File: src/rtl/dtimer_bank.sv
module dtimer_bank #(
  parameter int NARROW_W = 16,
  parameter int WIDE_W   = 32
) (
  input  logic        clk,
  input  logic        rst_n,
  input  logic        tick_fast,
  input  logic        tick_slow,
  input  logic        wr_en,
  input  logic [7:0]  addr,
  input  logic [31:0] wdata,
  output logic [31:0] rdata,
  output logic [2:0]  irq
);
  localparam int NCH = 3;

  function automatic logic [3:0] base_nib(input int c);
    return (c == 0) ? 4'h0 : (c == 1) ? 4'h2 : 4'h8;
  endfunction

  logic [31:0] rd_ch [NCH];

  for (genvar c = 0; c < NCH; c++) begin : g_ch
    localparam int W = (c == NCH - 1) ? WIDE_W : NARROW_W;
    logic [W-1:0] load_q, cnt_q;
    logic en_q, per_q, fast_q, irq_q;
    logic [31:0] rd;

    wire sel    = (addr[7:4] == base_nib(c)) && (addr[1:0] == 2'b00);
    wire wr_load = wr_en && sel && (addr[3:2] == 2'd0);
    wire wr_ctrl = wr_en && sel && (addr[3:2] == 2'd2);
    wire wr_clr  = wr_en && sel && (addr[3:2] == 2'd3);
    wire tick    = en_q && (fast_q ? tick_fast : tick_slow);
    wire under   = tick && (cnt_q == '0);

    always_ff @(posedge clk or negedge rst_n) begin
      if (!rst_n) begin
        load_q <= '0;
        cnt_q  <= '0;
        en_q   <= 1'b0;
        per_q  <= 1'b0;
        fast_q <= 1'b0;
        irq_q  <= 1'b0;
      end else begin
        if (wr_load) begin
          load_q <= wdata[W-1:0];
          cnt_q  <= wdata[W-1:0];
        end else if (tick) begin
          cnt_q <= under ? (per_q ? load_q : '1) : cnt_q - W'(1);
        end
        if (wr_ctrl) begin
          en_q   <= wdata[7];
          per_q  <= wdata[6];
          fast_q <= wdata[3];
        end
        if (under) irq_q <= 1'b1;
        else if (wr_clr) irq_q <= 1'b0;
      end
    end

    always_comb begin
      case (addr[3:2])
        2'd0:    rd = 32'(load_q);
        2'd1:    rd = 32'(cnt_q);
        2'd2:    rd = {24'b0, en_q, per_q, 2'b00, fast_q, 3'b000};
        default: rd = '0;
      endcase
    end

    assign rd_ch[c] = sel ? rd : '0;
    assign irq[c]   = irq_q;
  end

  assign rdata = rd_ch[0] | rd_ch[1] | rd_ch[2];
endmodule


File: config.mk
export PLATFORM = sky130hd
export DESIGN_NAME = dtimer_bank
export DESIGN_NICKNAME = d
export VERILOG_FILES = /design/src/rtl/dtimer_bank.sv
export SDC_FILE = /design/constraint.sdc
export NUM_CORES = 1
export LEC_CHECK = 0
export BUFFER_PORTS_ARGS = -buffer_cell sky130_fd_sc_hd__buf_4
export CAP_MARGIN = 40
export CORE_MARGIN = 3
export CORE_UTILIZATION = 40
export CTS_CLUSTER_DIAMETER = 50
export CTS_CLUSTER_SIZE = 25
export DETAILED_ROUTE_END_ITERATION = 6
export SYNTH_ARGS = -nofsm -noshare
export SYNTH_HDL_FRONTEND = slang
export SYNTH_SLANG_ARGS = --single-unit
File: constraint.sdc
create_clock -name clk -period 3.6 [get_ports clk]
set_input_delay 0.36 -clock clk [delete_from_list [all_inputs] [get_ports clk]]
set_output_delay 0.36 -clock clk [all_outputs]
set_load 0.01 [all_outputs]
==> metrics.cfg <==
[outcome]
outcome = finished with violations
violations = design-rule violations, negative hold slack

[setup_path]
cpMostUsedCell = buf_4
rr_worst_depth = 9
cp.depth = 8
path_max_fanout = 27
cp.required_ns = 3.24
slowest_stage = nor4_1
max_stage_delay_ns = 0.65
crit_chain = buf_4 -> nor4_1 -> and3b_1 -> buf_4 -> a222oi_1 -> nor2b_1 -> a211oi_1 -> buf_4
critPathCaptureType = output port
cp_top_family = simple AND/OR/NAND/NOR gates
cp.buffers_inverters = 3
startpoint_type = primary input
criticalPathCategory = primary input to output port
crit_arrival_ns = 2.56

[detailed_routing]
ant_nets = 0
drt_iter0_drc = 888
num_vias = 7972
drt-total-wl_mm = 27.7
avgViaCountPerCell = 5.93
routedWlPerCell_microns = 20.6
drc = 7
drtPass1Iterations = 7

[floorplan]
dieWidth_microns = 152
die_y_microns = 152
coreArea_sq_um = 20600
io_pins = 80
num_rows = 52
die_area_sq_um = 23200
start_util = 0.415

[timing]
worst_slew_pin_slew_ns = 0.847
period_minus_slack_ns = 2.92
max_freq_mhz = 343
tns_ns = 0
timing.hold.ws_ns = -0.0326
slew_viol_final = 0
fin_crit_sh = 0.810
hold_viol = 8
rsz0062_at_grt = false
setup_viol = 0
setup_slack_ns = 0.685
slew_headroom = 0.436
skew_ns = 0.00842

[clocking]
path_clk_slew_ns = 0.06
cts_root_buffer = clkbuf_16
numClockSinks = 140
cts_buffer_depth = 2
insertion_delay_ns = 0.43
cts_resized = 0
cts_tree = yes
cts_hold_buf = 0
post_cts_buffers = 0
numCtsBuffers = 17
ctsHtreeMaxLevel = 4

[global_route]
grt_overflow_total = 0
gr-usage-all-layers = 0.237
antenna_found_initial = 0
grt_max_degree = 85
grt_pass1_vias = 7741
grt_pass1_wl_mm = 44.3

[synthesis]
synth.distinct_cells = 68
synth_edf_count = 0
synthCells = 1016
ys_warn_count = 0
yosysSeqAreaShare = 0.409
synthesis.area_sq_um = 8560
synthFlopType = dfrtp_1
synthArstFlopShare = 1.00
syn_avg_cell_area_sq_um = 8.43
synth_nets = 1066
ys_seq_elements = 140

[finish]
drive_gt1_frac = 0.156
nets = 1111
area_delta_synth_final_pct = 16.1
final_area_sq_um = 9940
n_antenna_cell = 0
fin_util = 0.482

[placed_design]
gp_congestion = 0.857
place_area_sq_um = 9330
portBuffers = 79
place_ws_ns = 0.733
place_hpwl_mm = 19.4

[pwr]
leakagePower_nw = 4.47
ir_worst_vdd_uv = 437
powerDensity_nw_per_um2 = 583
finalPower_mw = 5.80

[flow_run]
cap_violations = 0

[hold_path]
hold_class = primary input to async pin

sequential cells by signal, indices dropped and copies added (netlist names):
register	cells
g_ch.load_q	64
g_ch.fast_q	3
g_ch.per_q	3
g_ch.irq_q	3
g_ch.en_q	3
g_ch.cnt_q	64
layout by cell type (no fill, tap or decap), types with 5 or more instances in the layout:
cell,count
a211oi_1,25
a21oi_1,29
a222oi_1,26
a22oi_1,18
buf_4,96
clkbuf_16,17
dfrtp_1,140
ha_1,5
inv_1,10
mux2_2,12
mux2i_1,27
nand2_1,246
nand3_1,25
nand3b_1,9
nand4_1,5
nor2_1,88
nor2b_1,17
nor3_1,18
nor4_1,11
o211ai_1,21
o21ai_0,67
o311ai_0,6
o31ai_1,8
or3_1,15
or4_1,7
xnor2_1,17
xor2_1,16
final cells by class:
cell class              instances  area [sq um]
fillers                      2039         10700
inverters                      10          37.5
clock buffers                  21           450
flip-flops and latches        140          3500
clock inverters                11           168
well taps                     270           338
repair buffers                 98           752
multi-input cells             794          4700
power breakdown:
part	switching (mW)	internal, mW
Combinational	0.916	0.709
Sequential	0.463	1.83
Clock	0.710	1.18
Total	2.09	3.71
synth_stat cells (5+ instances only):
cell | instances | area share
a22oi_1 | 18 | 0.016
nor2_1 | 92 | 0.040
or4_1 | 7 | 0.0061
buf_2 | 19 | 0.011
buf_1 | 5 | 0.0022
o31ai_1 | 8 | 0.0070
nand4_1 | 5 | 0.0037
xor2_1 | 16 | 0.016
inv_1 | 10 | 0.0044
ha_1 | 5 | 0.0073
nor2b_1 | 17 | 0.012
nor3_1 | 18 | 0.011
nand2_1 | 246 | 0.11
a222oi_1 | 26 | 0.030
a21oi_1 | 29 | 0.017
nand3b_1 | 9 | 0.0079
dfrtp_1 | 140 | 0.41
nor4_1 | 11 | 0.0080
o311ai_0 | 6 | 0.0061
clkbuf_1 | 38 | 0.017
mux2i_1 | 27 | 0.032
o211ai_1 | 21 | 0.018
o21ai_0 | 67 | 0.039
a211oi_1 | 25 | 0.022
nand3_1 | 25 | 0.015
xnor2_1 | 17 | 0.017
mux2_2 | 12 | 0.016
or3_1 | 15 | 0.011
worst register-to-register path, delay by kind of cell (launching register included):
kind	cells	cell delay [ns]
buf+inv	2	0.43
simple gates	5	1.29
flops	1	0.43
compound gates	1	0.27
fa+ha+maj	1	0.21
logic make-up (layout without fill, tap and decap cells):
group	Yosys count	in the layout	synth area share
simple gates	486	486	0.271
compound gates	231	231	0.187
flops	140	140	0.409
buf+inv	82	140	0.0443
mux	39	39	0.0473
xor+xnor	33	33	0.0338
fa+ha+maj	5	5	0.00731
worst paths after layout:
path / slack, ns / endpoint / start
max: 0.68 / rdata[0] / addr[7]
min: -0.03 / g_ch[2].load_q[28]$_DFFE_PN0P_ / rst_n
max reg2reg: 0.88 / g_ch[2].cnt_q[14]$_DFFE_PN0P_ / g_ch[2].cnt_q[0]$_DFFE_PN0P_
min reg2reg: 0.49 / g_ch[1].load_q[7]$_DFFE_PN0P_ / g_ch[1].load_q[7]$_DFFE_PN0P_
max in group asynchronous: 2.73 / g_ch[0].load_q[11]$_DFFE_PN0P_ / rst_n
min in group clk: 0.13 / g_ch[2].load_q[20]$_DFFE_PN0P_ / wdata[20]
layer usage:
metal,up-vias,wire (microns),GRT usage
met2,302,12800,0.376
met4,0,618,0.0659
li1,3755,-,-
met5,-,0,0
met1,3873,12300,0.331
met3,42,2040,0.0463
metrics by stage:
step / hold slack [ns] / std cells
global route: 0.0675 / 1344
finish: -0.0326 / 1344
CTS: 0.0406 / 1344
global placement: 0.481 / 1312
detailed placement: 0.484 / 1312
floorplan: 0.0644 / 1016
Power figures use the tool's default switching activity.
